## src/rtl/i2c_mon_pkg.sv

```systemverilog
package i2c_mon_pkg;

  typedef enum logic [2:0] {
    EV_START    = 3'd0,
    EV_RSTART   = 3'd1,
    EV_ADDR_WR  = 3'd2,
    EV_ADDR_RD  = 3'd3,
    EV_DATA_WR  = 3'd4,
    EV_DATA_RD  = 3'd5,
    EV_STOP     = 3'd6
  } ev_code_t;

  typedef enum logic [1:0] {
    ST_SEEK = 2'd0,
    ST_ADDR = 2'd1,
    ST_DATA = 2'd2
  } mon_state_t;

  // Line-level happenings found on one valid sample.
  typedef struct packed {
    logic bit_tick;
    logic bit_val;
    logic start_seen;
    logic stop_seen;
  } line_evt_t;

endpackage

```

## src/rtl/i2c_mon_sync.sv

```systemverilog
module i2c_mon_sync #(
  parameter int STAGES = 2,
  parameter int WIDTH  = 2
) (
  input  logic             clk,
  input  logic             rst_n,
  input  logic [WIDTH-1:0] d_in,
  output logic [WIDTH-1:0] d_out
);
  logic [WIDTH-1:0] chain_q [STAGES];

  generate
    for (genvar s = 0; s < STAGES; s++) begin : g_stage
      always_ff @(posedge clk or negedge rst_n) begin
        if (!rst_n) begin
          chain_q[s] <= '1;  // idle bus level
        end else if (s == 0) begin
          chain_q[s] <= d_in;
        end else begin
          chain_q[s] <= chain_q[(s > 0) ? s - 1 : 0];
        end
      end
    end
  endgenerate

  assign d_out = chain_q[STAGES-1];
endmodule

```

## src/rtl/i2c_mon_edge.sv

```systemverilog
module i2c_mon_edge
  import i2c_mon_pkg::*;
(
  input  logic      clk,
  input  logic      rst_n,
  input  logic      smp_vld,
  input  logic      scl,
  input  logic      sda,
  output line_evt_t line_evt
);
  logic primed_q, primed_d;
  logic prev_scl_q, prev_scl_d;
  logic prev_sda_q, prev_sda_d;
  logic judge;

  assign judge = smp_vld && primed_q;

  always_comb begin
    primed_d   = primed_q;
    prev_scl_d = prev_scl_q;
    prev_sda_d = prev_sda_q;
    if (smp_vld) begin
      primed_d   = 1'b1;
      prev_scl_d = scl;
      prev_sda_d = sda;
    end
  end

  always_comb begin
    line_evt.bit_tick   = judge && !prev_scl_q && scl;
    line_evt.bit_val    = sda;
    line_evt.start_seen = judge && prev_sda_q && !sda && scl;
    line_evt.stop_seen  = judge && !prev_sda_q && sda && scl;
  end

  always_ff @(posedge clk or negedge rst_n) begin
    if (!rst_n) begin
      primed_q   <= 1'b0;
      prev_scl_q <= 1'b1;
      prev_sda_q <= 1'b1;
    end else begin
      primed_q   <= primed_d;
      prev_scl_q <= prev_scl_d;
      prev_sda_q <= prev_sda_d;
    end
  end
endmodule

```

## src/rtl/i2c_mon_decode.sv

```systemverilog
module i2c_mon_decode
  import i2c_mon_pkg::*;
#(
  parameter int DATA_W = 8
) (
  input  logic              clk,
  input  logic              rst_n,
  input  line_evt_t         line_evt,
  output logic              ev_vld,
  output ev_code_t          ev_code,
  output logic [DATA_W-1:0] ev_byte,
  output logic              ev_nack,
  output logic [DATA_W-1:0] ev_raw
);
  localparam int CNT_W = $clog2(DATA_W + 1);
  localparam logic [CNT_W-1:0] ACK_POS = CNT_W'(DATA_W);

  mon_state_t        state_q, state_d;
  logic [CNT_W-1:0]  cnt_q, cnt_d;
  logic [DATA_W-1:0] sh_q, sh_d;
  logic              dir_q, dir_d;

  logic              vld_d;
  ev_code_t          code_d;
  logic [DATA_W-1:0] byte_d, raw_d;
  logic              nack_d;

  always_comb begin
    state_d = state_q;
    cnt_d   = cnt_q;
    sh_d    = sh_q;
    dir_d   = dir_q;
    vld_d   = 1'b0;
    code_d  = ev_code;
    byte_d  = ev_byte;
    raw_d   = ev_raw;
    nack_d  = ev_nack;

    if (state_q == ST_SEEK) begin
      if (line_evt.start_seen) begin
        vld_d   = 1'b1;
        code_d  = EV_START;
        byte_d  = '0;
        raw_d   = '0;
        nack_d  = 1'b0;
        state_d = ST_ADDR;
        cnt_d   = '0;
        sh_d    = '0;
        dir_d   = 1'b0;
      end
    end else if (line_evt.bit_tick) begin
      // bit capture has priority over both conditions
      if (cnt_q == ACK_POS) begin
        vld_d  = 1'b1;
        raw_d  = sh_q;
        nack_d = line_evt.bit_val;
        if (state_q == ST_ADDR) begin
          dir_d   = sh_q[0];
          code_d  = sh_q[0] ? EV_ADDR_RD : EV_ADDR_WR;
          byte_d  = {1'b0, sh_q[DATA_W-1:1]};
          state_d = ST_DATA;
        end else begin
          code_d  = dir_q ? EV_DATA_RD : EV_DATA_WR;
          byte_d  = sh_q;
        end
        cnt_d = '0;
        sh_d  = '0;
      end else begin
        sh_d  = {sh_q[DATA_W-2:0], line_evt.bit_val};
        cnt_d = cnt_q + 1'b1;
      end
    end else if (state_q == ST_DATA && line_evt.start_seen) begin
      vld_d   = 1'b1;
      code_d  = EV_RSTART;
      byte_d  = '0;
      raw_d   = '0;
      nack_d  = 1'b0;
      state_d = ST_ADDR;
      cnt_d   = '0;
      sh_d    = '0;
      dir_d   = 1'b0;
    end else if (state_q == ST_DATA && line_evt.stop_seen) begin
      vld_d   = 1'b1;
      code_d  = EV_STOP;
      byte_d  = '0;
      raw_d   = '0;
      nack_d  = 1'b0;
      state_d = ST_SEEK;
      cnt_d   = '0;
      sh_d    = '0;
      dir_d   = 1'b0;
    end
  end

  always_ff @(posedge clk or negedge rst_n) begin
    if (!rst_n) begin
      state_q <= ST_SEEK;
      cnt_q   <= '0;
      sh_q    <= '0;
      dir_q   <= 1'b0;
      ev_vld  <= 1'b0;
      ev_code <= EV_START;
      ev_byte <= '0;
      ev_raw  <= '0;
      ev_nack <= 1'b0;
    end else begin
      state_q <= state_d;
      cnt_q   <= cnt_d;
      sh_q    <= sh_d;
      dir_q   <= dir_d;
      ev_vld  <= vld_d;
      ev_code <= code_d;
      ev_byte <= byte_d;
      ev_raw  <= raw_d;
      ev_nack <= nack_d;
    end
  end
endmodule

```

## src/rtl/i2c_bus_monitor.sv

```systemverilog
module i2c_bus_monitor
  import i2c_mon_pkg::*;
#(
  parameter int DATA_W      = 8,
  parameter int SYNC_STAGES = 2
) (
  input  logic              clk,
  input  logic              rst_n,
  input  logic              sample_vld,
  input  logic              scl_in,
  input  logic              sda_in,
  output logic              evt_vld,
  output logic [2:0]        evt_code,
  output logic [DATA_W-1:0] evt_byte,
  output logic              evt_nack,
  output logic [DATA_W-1:0] evt_raw
);
  localparam int LINES = 2;

  logic [LINES-1:0] lines_sync;
  line_evt_t        line_evt;
  ev_code_t         code_int;

  i2c_mon_sync #(.STAGES(SYNC_STAGES), .WIDTH(LINES)) u_sync (
    .clk   (clk),
    .rst_n (rst_n),
    .d_in  ({scl_in, sda_in}),
    .d_out (lines_sync)
  );

  i2c_mon_edge u_edge (
    .clk      (clk),
    .rst_n    (rst_n),
    .smp_vld  (sample_vld),
    .scl      (lines_sync[1]),
    .sda      (lines_sync[0]),
    .line_evt (line_evt)
  );

  i2c_mon_decode #(.DATA_W(DATA_W)) u_decode (
    .clk      (clk),
    .rst_n    (rst_n),
    .line_evt (line_evt),
    .ev_vld   (evt_vld),
    .ev_code  (code_int),
    .ev_byte  (evt_byte),
    .ev_nack  (evt_nack),
    .ev_raw   (evt_raw)
  );

  assign evt_code = code_int;
endmodule

```

## config.mk

```make
export PLATFORM = sky130hd
export DESIGN_NAME = i2c_bus_monitor
export DESIGN_NICKNAME = d
export VERILOG_FILES = /design/src/rtl/i2c_mon_pkg.sv /design/src/rtl/i2c_mon_sync.sv /design/src/rtl/i2c_mon_edge.sv /design/src/rtl/i2c_mon_decode.sv /design/src/rtl/i2c_bus_monitor.sv
export SDC_FILE = /design/constraint.sdc
export NUM_CORES = 1
export LEC_CHECK = 0
export BUFFER_PORTS_ARGS = -buffer_cell sky130_fd_sc_hd__buf_2
export CORE_MARGIN = 2
export CORE_UTILIZATION = 61
export CTS_CLUSTER_DIAMETER = 120
export DETAILED_ROUTE_END_ITERATION = 16
export GPL_ROUTABILITY_DRIVEN = 0
export PLACE_DENSITY = 0.83
export SLEW_MARGIN = 20
export SYNTH_ARGS = -nofsm -noshare
export SYNTH_HDL_FRONTEND = slang
export SYNTH_SLANG_ARGS = --single-unit
```

## constraint.sdc

```tcl
create_clock -name clk -period 3.4 [get_ports clk]
set_clock_uncertainty 0.05 [all_clocks]
set_input_delay 0.17 -clock clk [delete_from_list [all_inputs] [get_ports clk]]
set_output_delay 0.17 -clock clk [all_outputs]
set_load 0.03 [all_outputs]
```

==> reports/qor.yml, run 1 <==
setup_tns_ns: 0
vdd_drop_max_v: 0.000454
synthDistinctLibCells: 46
seqPwrFrac_pct: 47.7
dieWidth_um: 61.7
vias: 1396
cp.arrival_ns: 2.65
port_buffers: 25
synthesis.area_um2: 2030
ant_nets: 0
p_per_area_nw_per_um2: 699
synth_top_area_share_pct: 45.6
critPathCaptureType: "flip-flop"
clk_latency_ns: 0.35
worst_slack_ns: 0.942
area_growth_pct: 11.8
dieArea_um2: 3810
grt_pass1_wl_um: 6020
async_reset_ff_share_pct: 100
drtIter0Drc: 77
p_leak_nw: 1.05
synth_ff_type: "dfrtp_1"
cts_post_setup_buffers_inserted: 0
grt_usage_pct: 22.1
use_met1_pct: 28.6
antenna_cells: 0
clkTransAtPathRegs_ns: 0.12
route.detailed.vias_per_inst: 5.74
tightest_slew_ns: 0.909
finalSetupViolCount: 0
synth_top_area_cell: "dfrtp_1"
fmax_mhz: 407
p_comb_share_pct: 31.1
synth-edff-count: 0
syn_inst: 172
slew_headroom_pct: 39.4
post-route-drc-count: 0
status: "completed"
grt_pass1_vias: 1278
drv_cap: 0
hold_path_class: "in2reg"
use_met3_pct: 5.80
syn_avg_cell_area_um2: 11.8
core-area_um2: 3100
p_int_mw: 1.01
place_ws_ns: 0.958
dp_hpwl_um: 2510
required_ns: 3.60
rows: 20
dieHeight_um: 61.7
rsz0062_at_grt: "no"
cts_resized: 0
grt_max_degree: 44
antenna_found_initial: 0
yosys_register_bits: 43
critPathLaunchType: "flip-flop"
totalWireLength_um: 3680
ioPinCount: 26
cp_max_fo: 16
cts_sinks: 43
top_usage_layer: "met2"
cts_root_buf: "clkbuf_4"
cts_buffer_depth: 2
cts.htree.levels: 2
wl_per_cell_um: 15.1
crit_type: "reg2reg"
grt.overflow.total: 0
drive_gt1_share_pct: 31.2
dr.pass1.iters: 4
ff2ff_path_depth: 5
slew_violations: 0
nets: 205
power_frac_clock_pct: 21.2
nFillCells: 237
fin_crit_ns: 2.46
cts_tree: "built"
yosys_warnings: 0
switching_share_pct: 36.6
initial_core_util_pct: 65.5
switching_power_mw: 0.582
met2_usage_pct: 35.0
whs_path_depth: 2
seq_area_frac_synth_pct: 53.3
hold_violations: 0
finalCritPeriodShare_pct: 72.3
cts_hold_buffers: 3
synth.area.top_cells: "dfrtp_1 (46%), dfstp_2 (7.8%), mux2_4 (5.9%)"
syn-num-nets: 179
cts_inserted_buffers: 5
## final cells by class
class	count	area (µm²)	share of cell area (%)
clock buffer	6	51.3	2.26
clock inverter	2	35.0	1.54
inverter	13	48.8	2.15
multi-input combinational	105	827	36.4
sequential	43	1080	47.7
tap	44	55.1	2.42
timing repair buffer	30	170	7.49
## kinds of logic after synthesis
kind of cell | synth area share (%)
AND/OR/NAND/NOR | 11.8
flip-flops | 53.3
AO/OA/AOI/OAI | 13.7
buffers and inverters | 5.97
multiplexers | 13.1
XOR/XNOR | 0.862
adder cells (fa/ha/maj) | 1.23
## per-layer routing
metal  vias up  part of all wire (%)
met2        53                    48
met3         8                   5.4
met1       674                    44
met4         0                   2.3
met5         -                     0
li1        661                     -
## power by group through the flow
| stage | logic [mW] | registers [mW] | clock network, mW |
|---|---|---|---|
| global placement | 0.474 | 0.759 | 0 |
| floorplan | 0.260 | 0.856 | 0 |
| detailed placement | 0.492 | 0.766 | 0 |
| CTS | 0.499 | 0.757 | 0.346 |
| finish | 0.494 | 0.758 | 0.337 |
| global route | 0.539 | 0.779 | 0.366 |
## synth_stat cells, types with 2 or more instances
cell type / n
ha_1: 2
a311oi_1: 2
mux2_2: 5
nand2b_1: 2
nand2_1: 12
mux2i_1: 9
dfrtp_1: 37
buf_2: 6
inv_1: 13
xor2_1: 2
nor2_1: 10
nor3_1: 3
and3_1: 3
o21ai_0: 3
dfstp_2: 6
clkbuf_1: 3
mux2_4: 8
o22ai_1: 7
nand3_1: 3
a22o_1: 10
## sequential cells by signal, summed over array words and instances (netlist names)
register and count:
u_decode.ev_byte 8, u_decode.ev_raw 8, u_decode.sh_q 8, u_decode.cnt_q 4, u_decode.ev_code 3, u_decode.state_q 2
u_sync.chain_q 2, u_sync.d_out 2, u_decode.dir_q 1, u_decode.ev_nack 1, u_decode.ev_vld 1, u_edge.prev_scl_q 1
u_edge.prev_sda_q 1, u_edge.primed_q 1
## cell usage in the layout, fill, tap and decap left out, drive strengths merged, types with 2 or more instances in the layout
| master | netlist | final |
|---|---|---|
| nand3 | 3 | 3 |
| nand2b | 2 | 2 |
| mux2 | 13 | 13 |
| dfrtp | 37 | 37 |
| ha | 2 | 2 |
| xor2 | 2 | 2 |
| and3 | 3 | 3 |
| clkbuf | 3 | 6 |
| o21ai | 3 | 3 |
| nand2 | 13 | 13 |
| buf | 8 | 27 |
| dfstp | 6 | 6 |
| nor2b | 2 | 2 |
| o22ai | 7 | 7 |
| a21oi | 2 | 2 |
| nor2 | 10 | 10 |
| dlygate4sd3 | 0 | 3 |
| nor3 | 4 | 4 |
| inv | 13 | 13 |
| mux2i | 9 | 9 |
| a311oi | 2 | 2 |
| a22o | 10 | 10 |
## per-stage QoR
step           total power, mW  util [%]  instances  hold slack, ns  instance area [µm²]
4_1_cts                   1.60      73.2        243          0.0146                 2270
6_report                  1.59      73.2        243          0.0282                 2270
3_5_place_dp              1.26      69.4        232           0.226                 2150
2_1_floorplan             1.12         -        172          -0.176                 2030
5_1_grt                   1.68      73.2        243          0.0233                 2270
3_3_place_gp              1.23      69.4        232           0.225                 2150
## worst paths after layout
| path | start | endpoint | slack (ns) |
|---|---|---|---|
| setup reg to reg | u_edge.prev_scl_q | u_decode.ev_byte[7] | 0.94 |
| setup / recovery | u_edge.prev_scl_q | u_decode.ev_byte[7] | 0.94 |
| max in group asynchronous | rst_n | u_decode.sh_q[0] | 2.32 |
| min in group asynchronous | rst_n | u_decode.ev_code[1] | 0.42 |
| hold / removal | sample_vld | u_edge.primed_q | 0.03 |
| hold reg to reg | u_sync.chain_q[2] | u_sync.d_out[0] | 0.31 |
## critical path: stages, from the launching register on
cell and delay (ns):
dfstp_2 0.70, and4b_1 0.25, a21oi_2 0.05, o32ai_4 0.63, buf_4 0.35, mux2_4 0.32
Note: power is estimated with default switching activity, not from simulation.
==> inputs of run 2 (changes only) <==
Settings changed: CORE_UTILIZATION 61 to 57, PLACE_DENSITY 0.83 to 0.79.
Clock period 3.4 ns to 2.4 ns, I/O delays scaled along.
==> reports/qor.yml, run 2 (same netlist as run 1, synthesis figures left out) <==
crit_type: "reg2reg"
hold_path_class: "reg2reg"
ff2ff_path_depth: 5
whs_path_depth: 0
cts_tree: "built"
dp_hpwl_um: 2830
hold-worst-slack_ns: 0.315
finalCritPeriodShare_pct: 89.1
finalSetupViolCount: 0
cts.htree.levels: 2
grt_pass1_vias: 1451
cts_root_buf: "clkbuf_4"
area_growth_pct: 13.6
rsz0062_at_grt: "no"
post-route-drc-count: 0
status: "completed"
p_comb_share_pct: 32.6
drv_cap: 0
p_per_area_nw_per_um2: 980
highest_layer: "met4"
dr.pass1.iters: 4
wl_per_cell_um: 16.3
core-area_um2: 3390
worst_slack_ns: 0.261
dieArea_um2: 4060
hold_start: "u_sync.chain_q[3]"
dieHeight_um: 63.7
vias: 1414
cts_sinks: 43
setup_tns_ns: 0
wl_met2_um: 2130
switching_share_pct: 37.7
p_int_mw: 1.41
largest_registers: "u_decode.ev_byte x8, u_decode.ev_raw x8, u_decode.sh_q x8"
cp.arrival_ns: 2.35
r2r_end: "u_decode.ev_code[0]"
port_buffers: 25
cts_resized: 0
switching_power_mw: 0.852
place_ws_ns: 0.297
worstReg2RegStart: "u_edge.prev_scl_q"
clkTransAtPathRegs_ns: 0.12
cts_buffer_depth: 2
dp.cells: 238
route.detailed.vias_per_inst: 5.66
antenna_cells: 0
initial_core_util_pct: 59.9
slew_violations: 0
fmax_mhz: 468
grt_usage_pct: 22.9
cp_max_fo: 16
grt_pass1_wl_um: 7090
ioPinCount: 26
critPathCaptureType: "flip-flop"
slew_headroom_pct: 38.6
hold_end: "u_sync.d_out[1]"
vdd_drop_max_v: 0.000488
instances_no_fill: 250
clk_latency_ns: 0.36
cts_inserted_buffers: 5
nets: 210
ant_nets: 0
power_frac_clock_pct: 20.5
hold_violations: 0
final_cell_mix: "dfrtp_1 (37), buf_2 (25), inv_1 (13)"
tightest_slew_ns: 0.921
wl_met3_um: 160
drtIter0Drc: 69
rows: 21
seqPwrFrac_pct: 46.9
grt_max_degree: 44
cts_hold_buffers: 4
totalWireLength_um: 4080
ff2ff_setup_slack_ns: 0.26
power_mw: 2.26
fin_crit_ns: 2.14
required_ns: 2.61
antenna_found_initial: 0
wl_met1_um: 1730
final_common_cell: "dfrtp_1"
dieWidth_um: 63.7
cts_post_setup_buffers_inserted: 0
drive_gt1_share_pct: 32.4
grt.overflow.total: 0
p_leak_nw: 1.07
critPathLaunchType: "flip-flop"
## run 2: worst max-delay path by stage
stage                       from                  end  slack (ns)
2_1_floorplan    u_sync.d_out[0]  u_decode.ev_byte[3]        0.47
3_3_place_gp   u_edge.prev_scl_q  u_decode.ev_byte[3]        0.36
3_5_place_dp   u_edge.prev_scl_q  u_decode.ev_code[0]        0.30
4_1_cts        u_edge.prev_scl_q  u_decode.ev_code[0]        0.27
5_1_grt        u_edge.prev_scl_q  u_decode.ev_code[0]        0.17
6_report       u_edge.prev_scl_q  u_decode.ev_code[0]        0.26
## run 2: through the flow
stage	instance area, µm²	util [%]
floorplan	2030	-
global placement	2190	64.5
detailed placement	2190	64.5
CTS	2310	68.1
global route	2310	68.1
finish	2310	68.1
## run 2: layout make-up
type                            instances  area (µm²)
Sequential cell                        43        1080
Timing Repair Buffer                   35         210
Inverter                               13        48.8
Clock inverter                          3        43.8
Clock buffer                            5        37.5
Multi-Input combinational cell        105         827
Fill cell                             264        1080
Tap cell                               46        57.6
## run 2: layer usage
| layer | vias to the layer above | global-route usage (%) |
|---|---|---|
| li1 | 678 | - |
| met4 | 0 | 8.15 |
| met2 | 33 | 38.7 |
| met3 | 6 | 5.36 |
| met5 | - | 0 |
| met1 | 697 | 28.7 |
## run 2: critical path: stages, from the launching register on
cell and delay, ns:
dfstp_2 0.70, and4b_1 0.25, a21oi_2 0.05, o32ai_4 0.38, buf_4 0.28, mux2_4 0.32
## run 2: power groups by stage
| stage | logic (mW) | registers, mW | clock network [mW] |
|---|---|---|---|
| 2_1_floorplan | 0.369 | 1.21 | 0 |
| 4_1_cts | 0.748 | 1.06 | 0.474 |
| 5_1_grt | 0.810 | 1.09 | 0.503 |
| 3_3_place_gp | 0.707 | 1.05 | 0 |
| 3_5_place_dp | 0.737 | 1.07 | 0 |
| 6_report | 0.738 | 1.06 | 0.464 |
==> inputs of run 3 (changes only) <==
Settings changed: ABC_AREA set to 1, CAP_MARGIN set to 25, CORE_UTILIZATION 57 to 56, PLACE_DENSITY 0.79 to 0.78.
==> reports/qor.yml, run 3 <==
grt_pass1_wl_um: 6650
initial_core_util_pct: 58.7
critPathCaptureType: "flip-flop"
cts_sinks: 43
setup_tns_ns: 0
syn-num-nets: 241
met2_usage_pct: 36.2
final_util_pct: 67.6
finalSetupViolCount: 0
largest_registers: "u_decode.ev_byte x8, u_decode.ev_raw x8, u_decode.sh_q x8"
synth_top_area_share_pct: 46.9
synthesis.area_um2: 1970
rows: 21
nets: 273
final_area_um2: 2270
port_buffers: 25
status: "completed"
ant_nets: 0
antenna_found_initial: 0
cp.arrival_ns: 2.02
hold_violations: 0
synth_top_area_cell: "dfrtp_1"
wl_per_cell_um: 11.6
route.detailed.vias_per_inst: 5.04
ioPinCount: 26
cts_root_buf: "clkbuf_4"
worstReg2RegStart: "u_sync.d_out[1]"
dieHeight_um: 63.4
dr.pass1.iters: 4
cts_buffer_depth: 2
cts.htree.levels: 2
top_usage_layer: "met2"
cts_post_setup_buffers_inserted: 0
use_met1_pct: 26.6
area_growth_pct: 15.3
post-route-drc-count: 0
rsz0062_at_grt: "no"
seq_area_frac_synth_pct: 54.9
dieArea_um2: 4010
vias: 1578
grt_pass1_vias: 1504
syn_avg_cell_area_um2: 8.43
ff2ff_path_depth: 7
timing.critical_path.to: "u_decode.sh_q[4]"
p_leak_nw: 1.22
startpoint: "u_sync.d_out[1]"
grt_max_degree: 44
final_common_cell: "nand2_1"
totalWireLength_um: 3640
yosys-top-cells-count: "nand2_1 (103), dfrtp_1 (37), nor2_1 (18), inv_1 (11), o21ai_0 (11)"
synth_most_common_cell: "nand2_1"
use_met3_pct: 5.89
cp_max_fo: 12
clk_latency_ns: 0.36
dp_hpwl_um: 2550
drv_cap: 0
ff2ff_setup_slack_ns: 0.57
grt.overflow.total: 0
crit_type: "reg2reg"
yosys_register_bits: 43
grt_usage_pct: 21.7
synth-edff-count: 0
cts_tree: "built"
tightest_slew_ns: 0.494
hold_path_class: "in2async"
dp.cells: 300
place_area_um2: 2110
drtIter0Drc: 99
fmax_mhz: 546
cts_resized: 0
r2r_end: "u_decode.sh_q[4]"
worst_slack_ns: 0.569
core-area_um2: 3360
finalCritPeriodShare_pct: 76.3
async_reset_ff_share_pct: 100
critPathLaunchType: "flip-flop"
drive_gt1_share_pct: 19.5
final_cell_mix: "nand2_1 (103), dfrtp_1 (37), buf_2 (25)"
antenna_cells: 0
dieWidth_um: 63.4
p_per_area_nw_per_um2: 1010
syn_inst: 234
synth_ff_type: "dfrtp_1"
cts_inserted_buffers: 5
instances_no_fill: 313
fin_crit_ns: 1.83
synth.area.top_cells: "dfrtp_1 (47%), nand2_1 (20%), dfstp_2 (8.0%)"
place_ws_ns: 0.558
clkTransAtPathRegs_ns: 0.12
yosys_warnings: 0
vdd_drop_max_v: 0.000648
synthDistinctLibCells: 25
required_ns: 2.59
slew_violations: 0
slew_headroom_pct: 67.1
run 3: cell types whose count changed after synthesis, moves of 6 or more:
cell | previous run | this run
nand3_1 | 3 | 9
a22o_1 | 10 | 0
o21ai_0 | 3 | 11
mux2i_1 | 9 | 0
mux2_4 | 8 | 0
o21ai_1 | 0 | 7
nand2_1 | 12 | 103
nor2_1 | 10 | 18
run 3: cells by family (layout without fill, tap and decap cells):
| group | after synthesis | in the layout | synth area share, % |
|---|---|---|---|
| AOI/OAI and AO/OA | 27 | 27 | 7.29 |
| xor gates and xnor gates | 2 | 2 | 0.888 |
| adders and majority gates | 2 | 2 | 1.27 |
| buffers and inverters | 19 | 52 | 5.20 |
| DFF | 43 | 43 | 54.9 |
| and+or+nand+nor | 141 | 141 | 30.4 |
run 3: layer usage:
| layer | wire (µm) | part of all wire [%] | vias to the layer above |
|---|---|---|---|
| li1 | - | - | 807 |
| met1 | 1710 | 47 | 730 |
| met2 | 1700 | 47 | 34 |
| met3 | 166 | 4.6 | 7 |
| met4 | 62 | 1.7 | 0 |
| met5 | 0 | 0 | - |
run 3: timing repair:
item                                    in CTS  in global routing
endpoints found under the hold margin       42                  0
hold buffers                                 4                  0
endpoints found under the setup margin       0                  0
run 3: cell type report:
class,count,area [µm²]
Fill cell,301,1090
Sequential cell,43,1080
Multi-Input combinational cell,172,787
Timing Repair Buffer,30,193
Clock inverter,2,60.1
Tap cell,46,57.6
Inverter,14,52.6
Clock buffer,6,41.3
run 3: worst min path at each step:
stage                           start            endpoint  slack, ns  depth (start not counted)
floorplan                       rst_n   u_decode.cnt_q[0]      -0.23                          0
global placement               sda_in   u_sync.chain_q[2]       0.17                          1
detailed placement             sda_in   u_sync.chain_q[2]       0.18                          1
CTS                 u_sync.chain_q[2]     u_sync.d_out[0]       0.32                          0
global route                    rst_n  u_decode.ev_raw[4]       0.21                          2
finish                          rst_n  u_decode.ev_raw[4]       0.20                          2
run 3: where the power goes:
group | switching [mW] | internal, mW | total (mW)
registers | 0.0826 | 0.830 | 0.912
clock network | 0.223 | 0.325 | 0.548
logic | 0.607 | 0.229 | 0.836
total | 0.912 | 1.38 | 2.30
run 3: worst max-delay path, cell delays in order, from the launching register on:
cell and delay (ns):
dfstp_2 0.56, nand2_1 0.08, nor2_1 0.27, nor2_1 0.10, nand3_2 0.16, nand2_1 0.28
nand2_1 0.13, o21ai_0 0.09
run 3: per-stage QoR:
| step | power (mW) | hold WS [ns] |
|---|---|---|
| global route | 2.48 | 0.212 |
| CTS | 2.31 | 0.317 |
| floorplan | 1.65 | -0.226 |
| finish | 2.30 | 0.197 |
| global placement | 1.74 | 0.175 |
| detailed placement | 1.76 | 0.176 |
